<file path="config.mk">
export PLATFORM = sky130hd
export DESIGN_NAME = dual_adc_serial_seq
export DESIGN_NICKNAME = d
export VERILOG_FILES = /design/src/rtl/dual_adc_serial_seq.sv
export SDC_FILE = /design/constraint.sdc
export NUM_CORES = 1
export LEC_CHECK = 0
export CORE_ASPECT_RATIO = 1.5
export CORE_MARGIN = 3
export CORE_UTILIZATION = 50
export CTS_CLUSTER_DIAMETER = 40
export DETAILED_ROUTE_END_ITERATION = 10
export MAX_ROUTING_LAYER = met4
export PLACE_DENSITY = 0.78
export SLEW_MARGIN = 20
export SYNTH_ARGS = -nofsm -noshare
export SYNTH_HDL_FRONTEND = slang
export SYNTH_SLANG_ARGS = --single-unit
</file>
<file path="constraint.sdc">
create_clock -name clk -period 5.55 [get_ports clk]
set_clock_uncertainty 0.1 [all_clocks]
set_input_delay 0.8325 -clock clk [delete_from_list [all_inputs] [get_ports clk]]
set_output_delay 0.8325 -clock clk [all_outputs]
set_load 0.02 [all_outputs]
</file>
<file path="src/rtl/dual_adc_serial_seq.sv">
`timescale 1ns/1ps
module dual_adc_serial_seq #(
  parameter int DATA_W      = 12,
  parameter int WAKE_CYCLES = 100000
) (
  input  logic              clk,
  input  logic              rst_n,
  input  logic              cnvst,
  input  logic              sclk,
  input  logic              cs,
  input  logic              single_out,
  input  logic [DATA_W-1:0] ch1_data,
  input  logic [DATA_W-1:0] ch2_data,
  output logic              dout1,
  output logic              dout1_oe,
  output logic              dout2,
  output logic              dout2_oe,
  output logic [1:0]        pwr_state,
  output logic              ref_ready
);
  localparam int FIRST  = 4;
  localparam int CH2_AT = FIRST + DATA_W;
  localparam int LAST   = FIRST + 2 * DATA_W;
  localparam int CW     = $clog2(LAST + 1);
  localparam int WW     = $clog2(WAKE_CYCLES + 1);
  localparam logic [CW-1:0] C_FIRST = CW'(FIRST);
  localparam logic [CW-1:0] C_PDMIN = CW'(FIRST - 1);
  localparam logic [CW-1:0] C_CONT  = CW'(LAST / 2);
  localparam logic [CW-1:0] C_CH2   = CW'(CH2_AT);
  localparam logic [CW-1:0] C_LAST  = CW'(LAST);
  localparam logic [WW-1:0] C_WAKE  = WW'(WAKE_CYCLES);

  typedef enum logic [1:0] {PS_ACT = 2'b00, PS_PART = 2'b01, PS_FULL = 2'b10} pwr_t;

  pwr_t              ps;
  logic              sclk_q, cnvst_q, cs_q, cont, ref_on;
  logic [CW-1:0]     cnt;
  logic [WW-1:0]     wake;
  logic [DATA_W-1:0] d1, d2;

  wire cv_rise   = cnvst & ~cnvst_q;
  wire sc_rise   = sclk & ~sclk_q;
  wire cs_fall   = cs_q & ~cs;
  wire pd_win    = (cnt >= C_PDMIN) && (cnt < C_CONT);
  wire cont_win  = (cnt >= C_CONT) && (cnt < C_LAST);
  wire act       = (ps == PS_ACT);
  wire in1       = (cnt >= C_FIRST) && (cnt < C_CH2);
  wire in2s      = single_out && (cnt >= C_CH2) && (cnt < C_LAST);

  wire [CW-1:0]     idx1 = C_CH2 - CW'(1) - cnt;
  wire [CW-1:0]     idx2 = C_LAST - CW'(1) - cnt;
  wire [DATA_W-1:0] s1a  = d1 >> idx1;
  wire [DATA_W-1:0] s2a  = d2 >> idx1;
  wire [DATA_W-1:0] s2b  = d2 >> idx2;

  assign dout1_oe  = act && (in1 || in2s || cont);
  assign dout1     = in1 ? s1a[0] : (in2s ? s2b[0] : 1'b0);
  assign dout2_oe  = act && !single_out && (in1 || cont);
  assign dout2     = (in1 && !single_out) ? s2a[0] : 1'b0;
  assign pwr_state = ps;
  assign ref_ready = ref_on && (wake == '0);

  always_ff @(posedge clk) begin
    if (!rst_n) begin
      sclk_q <= 1'b0; cnvst_q <= 1'b0; cs_q <= 1'b0;
      cnt <= C_LAST; cont <= 1'b0; ps <= PS_ACT;
      ref_on <= 1'b1; wake <= '0; d1 <= '0; d2 <= '0;
    end else begin
      sclk_q  <= sclk;
      cnvst_q <= cnvst;
      cs_q    <= cs;
      if (wake != '0) wake <= wake - WW'(1);
      if (cs) begin
        ps <= PS_FULL; ref_on <= 1'b0; wake <= '0; cnt <= C_LAST; cont <= 1'b0;
      end else if (cs_fall) begin
        ps <= PS_ACT; ref_on <= 1'b1; wake <= C_WAKE;
      end else if (cv_rise) begin
        cnt <= '0;
        if (pd_win && ps == PS_ACT) begin
          ps <= PS_PART;
        end else if (pd_win && ps == PS_PART) begin
          ps <= PS_FULL; ref_on <= 1'b0; wake <= '0;
        end else begin
          d1 <= ch1_data; d2 <= ch2_data; cont <= cont_win; ps <= PS_ACT;
          if (ps == PS_FULL) begin
            ref_on <= 1'b1; wake <= C_WAKE;
          end
        end
      end else if (sc_rise && cnt != C_LAST) begin
        cnt <= cnt + CW'(1);
      end
    end
  end

  assert_cnt_sat_R10: assert property (@(posedge clk) disable iff (!rst_n)
    (cnt == C_LAST && !cv_rise) |=> cnt == C_LAST);
  assert_single_start_R4: assert property (@(posedge clk) disable iff (!rst_n)
    (act && cv_rise && !cs && cnt == C_LAST) |=> !dout1_oe && !dout2_oe);
  assert_cont_low_R5: assert property (@(posedge clk) disable iff (!rst_n)
    (act && cv_rise && !cs && cont_win) |=> dout1_oe && !dout1);
  assert_ppd_entry_R6: assert property (@(posedge clk) disable iff (!rst_n)
    (act && cv_rise && !cs && pd_win) |=> pwr_state == 2'b01 && !dout1_oe && !dout2_oe);
  assert_fpd_entry_R7: assert property (@(posedge clk) disable iff (!rst_n)
    (ps == PS_PART && cv_rise && !cs && pd_win) |=> pwr_state == 2'b10 && !ref_ready);
  assert_ready_rise_R8: assert property (@(posedge clk) disable iff (!rst_n)
    $rose(ref_ready) |-> !cs);
  assert_cs_down_R9: assert property (@(posedge clk) disable iff (!rst_n)
    cs |=> pwr_state == 2'b10 && !ref_ready && !dout1_oe && !dout2_oe);
  assert_dual_pin2_R3: assert property (@(posedge clk) disable iff (!rst_n)
    (single_out && $stable(single_out)) |-> !dout2_oe);
endmodule

</file>
==> results of run 1 <==
[layer usage]
metal | up-vias | GRT usage, %
li1 | 1149 | -
met1 | 1003 | 19.7
met2 | 47 | 35.8
met3 | 12 | 4.01
met4 | 0 | 8.48
met5 | - | -
[sequential cells by signal, indices dropped and copies added (netlist names)]
| register | cells |
|---|---|
| wake | 17 |
| d1 | 12 |
| d2 | 12 |
| cnt | 5 |
| pwr_state | 2 |
| cnvst_q | 1 |
| cont | 1 |
| cs_q | 1 |
| ref_on | 1 |
| sclk_q | 1 |
[path summary, 6_finish.rpt]
kind / from / cells after the start / slack, ns / end
hold / removal: d1[4]$_SDFFE_PN0P_ / 2 / 0.36 / d1[4]$_SDFFE_PN0P_
setup reg to reg: cnt[2]$_SDFFE_PP1P_ / 8 / 2.73 / d1[0]$_SDFFE_PN0P_
setup / recovery: cnt[2]$_SDFFE_PP1P_ / 5 / 1.65 / dout1
hold reg to reg: d1[4]$_SDFFE_PN0P_ / 2 / 0.36 / d1[4]$_SDFFE_PN0P_
[power breakdown]
group | switching, mW | leakage, nW | internal (mW)
Sequential | 0.0311 | 0.433 | 0.410
Combinational | 0.176 | 0.641 | 0.164
Clock | 0.121 | 0.0450 | 0.0878
[cell families (layout without fill, tap and decap cells)]
logic type                 after synthesis  in the layout
adders and majority gates                7              7
buffers and inverters                   27             53
AOI/OAI and AO/OA                       60             60
muxes                                    7              7
DFF                                     53             53
and+or+nand+nor                        141            141
xor gates and xnor gates                14             14
[final cells by class]
cell class                      count  area [um^2]  share of cell area, %
Clock inverter                      2         10.0                  0.323
Sequential cell                    53         1060                   34.2
Tap cell                           66         82.6                   2.66
Clock buffer                        6         72.6                   2.34
Timing Repair Buffer               38          370                   11.9
Inverter                            7         26.3                  0.847
Multi-Input combinational cell    229         1480                   47.7
[per-stage QoR]
step | setup slack, ns | instances
floorplan | 2.74 | 309
global placement | 1.86 | 393
detailed placement | 1.86 | 393
CTS | 1.67 | 401
global route | 1.51 | 401
finish | 1.65 | 401
[critical path, delay by kind of cell, from the launching register on]
| family | cells | cell delay, ns |
|---|---|---|
| buffers and inverters | 2 | 0.99 |
| and+or+nand+nor | 2 | 0.58 |
| adders and majority gates | 1 | 0.40 |
| DFF | 1 | 0.69 |
[cell usage in the layout, fill, tap and decap left out, drive strengths merged, types with 6 or more instances in the layout]
master and instances:
clkdlybuf4s50 35, nor2 23, o21ai 32, nor4 10
nand2 33, ha 7, a21oi 13, clkbuf 6
dfxtp 53, xnor2 12, nor3 8, or4 8
nand3 30, inv 6
==> impl_metrics.tcl, run 1 <==
set metrics [dict create \
    synth_top_family_by_area "simple AND/OR/NAND/NOR gates" \
    outcome "completed" \
    ant_nets 0 \
    cts_tree "yes" \
    async_flop_share_pct 0 \
    wl_met3_um 207 \
    synth-simple-area-share_pct 29.9 \
    crit_slowest_cell "dfxtp_1" \
    crit_arrival_ns 2.97 \
    fin_nets 371 \
    synth_nets 346 \
    fp-row-count 31 \
    synth_edf_count 0 \
    tns_ns 0 \
    num_io_pins 37 \
    endpoint_kind "primary output" \
    crit_type "reg2out" \
    leakage_nw 1.12 \
    hold_viol_final 0 \
    synth_cell_types 45 \
    synthesis.area_mm2 0.00265 \
    synth.most_common_cell "dfxtp_1" \
    wl_um 5480 \
    fillerInstances 500 \
    synth-xor-area-share_pct 4.62 \
    hp-class "reg2reg" \
    synthTopCellsByCount "dfxtp_1, nand2_1, nand3_1" \
    synthAdderAreaFrac_pct 3.30 \
    wl_met2_um 2970 \
    synth.area.mux_share_pct 5.00 \
    wl_met1_um 2170 \
    antenna_cells 0 \
    cts_setup_buffers 0 \
    final_area_mm2 0.00310 \
    drt_iter0_markers 69 \
    dp_hpwl_um 4120 \
    top_layer_used "met4" \
    relSlewSlack_pct 47.2 \
    antenna_found_initial 0 \
    dieWidth_um 65.5 \
    synth-seq-area-share_pct 40.0 \
    yosysTopAreaCellShare_pct 40.0 \
    grt_use_total_pct 19.5 \
    slowest_delay_ns 0.69 \
    insertion_delay_ns 0.31 \
    cts-buffers-inserted 5 \
    worstPathRequired_ns 4.62 \
    drc_errors 0 \
    fin_hold_ws_ns 0.362 \
    dieArea_mm2 0.00623 \
    max_freq_ghz 0.256 \
    drv_slew 0 \
    wire_per_inst_um 13.7 \
    synth_compound_area_share_pct 12.9 \
    final-setup-viol-count 0 \
    grt_pass1_vias 2094 \
    finalCriticalPeriod_ns 3.90 \
    place_area_mm2 0.00302 \
    crit_path_start_kind "flop" \
    total_power_uw 991 \
    die_height_um 95.2 \
    syn_inst 309 \
    dr.pass1.iters 4 \
    path_cells "clkinv_1 -> ha_1 -> or4b_1 -> nand4_1 -> clkdlybuf4s50_1" \
    synth_flop_cell "dfxtp_1" \
    cts_hold_buf 0 \
    cts_resized 0 \
    ys_warn_count 0 \
    htreeDepth 2 \
    ir_worst_vdd_mv 0.169 \
    vias 2211 \
    netlist_top_cells_area "dfxtp_1, nand3_1, nand2_1, mux4_2, xnor2_1" \
    area.growth.synth_to_final_pct 16.9 \
    core_area_mm2 0.00496 \
    fin_util_pct 62.4 \
    maxCapViolCount 0 \
    p_per_area_mw_per_mm2 320 \
    grt_overflow 0 \
    rsz0062_at_grt "no" \
    drive_gt1_share_pct 7.76 \
    worst_slew_pin_slew_ns 0.786 \
    ys_ff_latch 53 \
    fin_crit_sh_pct 70.3 \
    avgSynthCellArea_um2 8.58 \
    synth_largest_area_cell "dfxtp_1" \
    cp_max_fo 14 \
    grt_pass1_wl_um 9280 \
    viasPerCell 5.51 \
    cts_buffer_depth 2 \
    grt_max_degree 56 \
    io_buffers 36 \
    cts_sinks 53 \
    start_util_pct 53.4 \
    cts_root_buf "clkbuf_8" \
    gp_congestion 0.866 \
    path_clk_slew_ns 0.10 \
]
(Power assumes the default switching activity.)
==> run 2, diff against run 1 <==
- clock period: 5.55 -> 4.1 ns (I/O delays scaled with it)
==> impl_metrics.tcl, run 2 (synthesis gave the netlist of run 1 again) <==
set metrics [dict create \
    outcome "completed" \
    relSlewSlack_pct 49.8 \
    hold_start "d1[11]$_SDFFE_PN0P_" \
    max_freq_ghz 0.279 \
    wl_um 5600 \
    tns_ns 0 \
    core_area_mm2 0.00496 \
    wire_per_inst_um 13.9 \
    hold_end "d1[11]$_SDFFE_PN0P_" \
    cts_tree "yes" \
    grt_pass1_vias 2187 \
    worstPathRequired_ns 3.38 \
    hold_viol_final 0 \
    drt_iter0_markers 83 \
    gp_congestion 0.924 \
    top_layer_used "met4" \
    mostFrequentLayoutCells "dfxtp_1, clkdlybuf4s50_1, nand2_1, nand3_1, nor2_1" \
    antenna_found_initial 0 \
    leakage_nw 1.14 \
    io_buffers 36 \
    finalCriticalPeriod_ns 3.59 \
    whs_path_depth 2 \
    area.growth.synth_to_final_pct 18.6 \
    path_clk_slew_ns 0.09 \
    die_height_um 95.2 \
    ir_worst_vdd_mv 0.276 \
    fin_nets 372 \
    r2r_cells 8 \
    num_io_pins 37 \
    dieWidth_um 65.5 \
    reg.largest.list "wake x17, d1 x12, d2 x12" \
    dp_hpwl_um 4190 \
    grt_max_degree 55 \
    dr.pass1.iters 4 \
    cts-buffers-inserted 5 \
    largest_register_ffs 17 \
    drive_gt1_share_pct 8.33 \
    cts_root_buf "clkbuf_8" \
    crit_arrival_ns 2.87 \
    worst_slew_pin_slew_ns 0.749 \
    path_cells "clkinv_1 -> ha_1 -> or4b_1 -> nand4_1 -> clkdlybuf4s50_1" \
    fin_util_pct 63.4 \
    grt_overflow 0 \
    placedCellCount 394 \
    cts_hold_buf 0 \
    dieArea_mm2 0.00623 \
    crit_path_start_kind "flop" \
    rsz0062_at_grt "no" \
    drv_slew 0 \
    cts_sinks 53 \
    ant_nets 0 \
    r2r_start "cnt[2]$_SDFFE_PP1P_" \
    start_util_pct 53.4 \
    crit_type "reg2out" \
    fp-row-count 31 \
    vias 2253 \
    fin_crit_sh_pct 87.4 \
    endpoint_kind "primary output" \
    antenna_cells 0 \
    final-setup-viol-count 0 \
    cp_max_fo 14 \
    drc_errors 0 \
    maxCapViolCount 0 \
    hp-class "reg2reg" \
    final_cells 402 \
    htreeDepth 2 \
    wl_met1_um 2180 \
    crit_slowest_cell "dfxtp_1" \
    insertion_delay_ns 0.31 \
    layout_commonest_cell "dfxtp_1" \
    p_per_area_mw_per_mm2 457 \
    grt_pass1_wl_um 9610 \
    cts_buffer_depth 2 \
    slowest_delay_ns 0.66 \
    cts_setup_buffers 0 \
    viasPerCell 5.60 \
    cts_resized 0 \
    fillerInstances 482 \
    wl_met2_um 3070 \
    wl_met3_um 208 \
    total_power_mw 1.44 \
    r2r_end "d2[0]$_SDFFE_PN0P_" \
    grt_use_total_pct 20.3 \
    top_register "wake" \
    reg2reg_slack_ns 1.36 \
]
==> run 2: changes by cell type in the layout (fill, tap and decap cells not counted), sizes merged <==
| cell | before | now |
|---|---|---|
| bufinv | 0 | 1 |
| clkinvlp | 0 | 1 |
| buf | 3 | 4 |
| clkinv | 3 | 1 |
==> run 2: where the power goes <==
part | total, mW | internal [mW] | switching, mW
Sequential | 0.597 | 0.556 | 0.0418
Clock | 0.367 | 0.199 | 0.169
Combinational | 0.474 | 0.229 | 0.245
Total | 1.44 | 0.983 | 0.455
==> run 2: per-stage QoR <==
step | area, um^2 | hold slack (ns) | setup slack [ns]
floorplan | 2650 | 0.333 | 1.50
global placement | 3030 | 0.344 | 0.840
detailed placement | 3030 | 0.353 | 0.849
CTS | 3150 | 0.367 | 0.507
global route | 3150 | 0.380 | 0.374
finish | 3150 | 0.364 | 0.515
==> run 2: area by class of cell <==
cell class,count,area [um^2],area share [%]
flip-flops and latches,53,1060,33.7
well taps,66,82.6,2.63
clock buffers,6,82.6,2.63
repair buffers,39,378,12.0
clock inverters,2,37.5,1.19
inverters,7,26.3,0.835
multi-input cells,229,1480,47.0
==> run 2: worst max-delay path, delay by kind of cell (launching register included) <==
family | cells | cell delay [ns]
adder cells (fa/ha/maj) | 1 | 0.39
buffers and inverters | 2 | 0.95
flip-flops | 1 | 0.66
AND/OR/NAND/NOR | 2 | 0.57
==> run 2: per-layer routing <==
metal  GRT usage, %  vias to the layer above
li1               -                     1150
met1           20.5                     1035
met2           37.7                       57
met3           3.54                       11
met4           8.65                        0
met5              -                        -
==> run 2: worst max path at each step <==
stage / from / to / slack (ns) / cells after the start
3_5_place_dp: single_out / dout1 / 0.85 / 5
6_report: cnt[2]$_SDFFE_PP1P_ / dout1 / 0.51 / 5
2_1_floorplan: cnt[2]$_SDFFE_PP1P_ / dout1 / 1.50 / 5
3_3_place_gp: single_out / dout1 / 0.84 / 5
4_1_cts: cnt[2]$_SDFFE_PP1P_ / dout1 / 0.51 / 5
5_1_grt: cnt[2]$_SDFFE_PP1P_ / dout1 / 0.37 / 5
==> run 3, diff against run 2 <==
- CORE_MARGIN: 3 -> 4
- SKIP_LAST_GASP: not set -> 1
==> impl_metrics.tcl, run 3 (synthesis gave the netlist of run 1 again) <==
set metrics [dict create \
    top_register "wake" \
    area.growth.synth_to_final_pct 17.8 \
    multi_input_comb_area_mm2 0.00148 \
    hold_end "d2[3]$_SDFFE_PN0P_" \
    htreeDepth 2 \
    cts-buffers-inserted 5 \
    wire_per_inst_um 13.8 \
    drive_gt1_share_pct 8.33 \
    layout_commonest_cell "dfxtp_1" \
    fin_crit_sh_pct 88.1 \
    fillerInstances 499 \
    worstPathRequired_ns 3.38 \
    path_clk_slew_ns 0.11 \
    whs_path_depth 2 \
    cts_hold_buf 0 \
    endpoint_kind "primary output" \
    max_freq_ghz 0.277 \
    die_height_um 97.2 \
    dp_hpwl_um 4180 \
    tns_ns 0 \
    pwr-share-clk_pct 23.1 \
    cts_buffer_depth 2 \
    r2r_cells 8 \
    insertion_delay_ns 0.32 \
    finalWorstSetupSlack_ns 0.489 \
    reg.largest.list "wake x17, d1 x12, d2 x12" \
    swShare_pct 34.2 \
    r2r_start "cnt[2]$_SDFFE_PP1P_" \
    hold_viol_final 0 \
    ir_worst_vdd_mv 0.265 \
    antenna_found_initial 0 \
    power_switching_uw 474 \
    worst_slew_pin_slew_ns 0.759 \
    grt_max_degree 55 \
    viasPerCell 5.50 \
    grt_use_total_pct 19.0 \
    cts_tree "yes" \
    antenna_cells 0 \
    pre_cts_ws_ns 0.898 \
    vias 2224 \
    cts_root_buf "clkbuf_8" \
    relSlewSlack_pct 49.2 \
    seqPwrFrac_pct 43.1 \
    drc_errors 0 \
    cts_resized 0 \
    reg2reg_slack_ns 1.37 \
    hp-class "reg2reg" \
    crit_arrival_ns 2.90 \
    dieArea_mm2 0.00656 \
    largest_register_ffs 17 \
    io_buffers 36 \
    ff_latch_area_mm2 0.00106 \
    fp-row-count 32 \
    mostFrequentLayoutCells "dfxtp_1, clkdlybuf4s50_1, nand2_1, nand3_1, nor2_1" \
    cts_sinks 53 \
    power.internal_uw 913 \
    dr.pass1.iters 4 \
    p_per_area_mw_per_mm2 444 \
    comb_power_share_pct 33.9 \
    grt_pass1_wl_um 9540 \
    hold_start "d2[3]$_SDFFE_PN0P_" \
    leakage_nw 1.13 \
    start_util_pct 51.8 \
    r2r_end "d2[8]$_SDFFE_PN0P_" \
    wl_um 5570 \
    drv_slew 0 \
    ant_nets 0 \
    num_io_pins 37 \
    grt_overflow 0 \
    crit_path_start_kind "flop" \
    cp_max_fo 14 \
    crit_type "reg2out" \
    grt_pass1_vias 2157 \
    core_area_mm2 0.00512 \
    setup.worst_path.start "cnt[2]$_SDFFE_PP1P_" \
    gp_congestion 0.865 \
    maxCapViolCount 0 \
    dieWidth_um 67.5 \
    finalCriticalPeriod_ns 3.61 \
    final-setup-viol-count 0 \
    rsz0062_at_grt "no" \
    drt_iter0_markers 85 \
    fin_nets 372 \
    cts_setup_buffers 0 \
    outcome "completed" \
]
==> run 3: power groups by stage <==
stage / registers, mW / clock network (mW) / logic (mW)
6_report: 0.598 / 0.320 / 0.470
5_1_grt: 0.604 / 0.354 / 0.522
4_1_cts: 0.598 / 0.327 / 0.474
3_5_place_dp: 0.609 / 0 / 0.471
3_3_place_gp: 0.608 / 0 / 0.465
2_1_floorplan: 0.596 / 0 / 0.395
==> run 3: area by class of cell <==
type / instances / share of cell area (%)
inverters: 7 / 0.841
clock buffers: 5 / 2.20
well taps: 68 / 2.72
flip-flops and latches: 53 / 33.9
repair buffers: 39 / 12.1
multi-input cells: 229 / 47.3
clock inverters: 3 / 0.921
==> run 3: worst max-delay path: stages (launching register included) <==
cell and delay, ns:
dfxtp_1 0.66, clkinv_1 0.36, ha_1 0.38, or4b_1 0.44, nand4_1 0.12, clkdlybuf4s50_1 0.61
==> run 3: layer usage <==
metal | global-route usage, % | part of all wire [%] | vias up
met5 | - | 0 | -
met4 | 6.56 | 1.9 | 0
met3 | 3.70 | 3.8 | 11
met2 | 33.0 | 54 | 52
met1 | 20.8 | 41 | 1012
li1 | - | - | 1149
==> run 3: per-stage QoR <==
step	utilization (%)	total power [mW]	cell area (um^2)	hold slack, ns	std cells
after global placement	59.1	1.07	3030	0.342	396
after floorplan	-	0.992	2650	0.333	309
after CTS	61.0	1.40	3130	0.364	404
after global routing	61.0	1.48	3130	0.384	404
after detailed placement	59.1	1.08	3030	0.349	396
final	61.0	1.39	3130	0.364	404
==> run 3: how the worst max path moves through the flow <==
stage	to	cells after the start
final	dout1	5
after detailed placement	dout1	5
after floorplan	dout1	5
after CTS	dout1	5
after global placement	dout1	5
after global routing	dout1	5
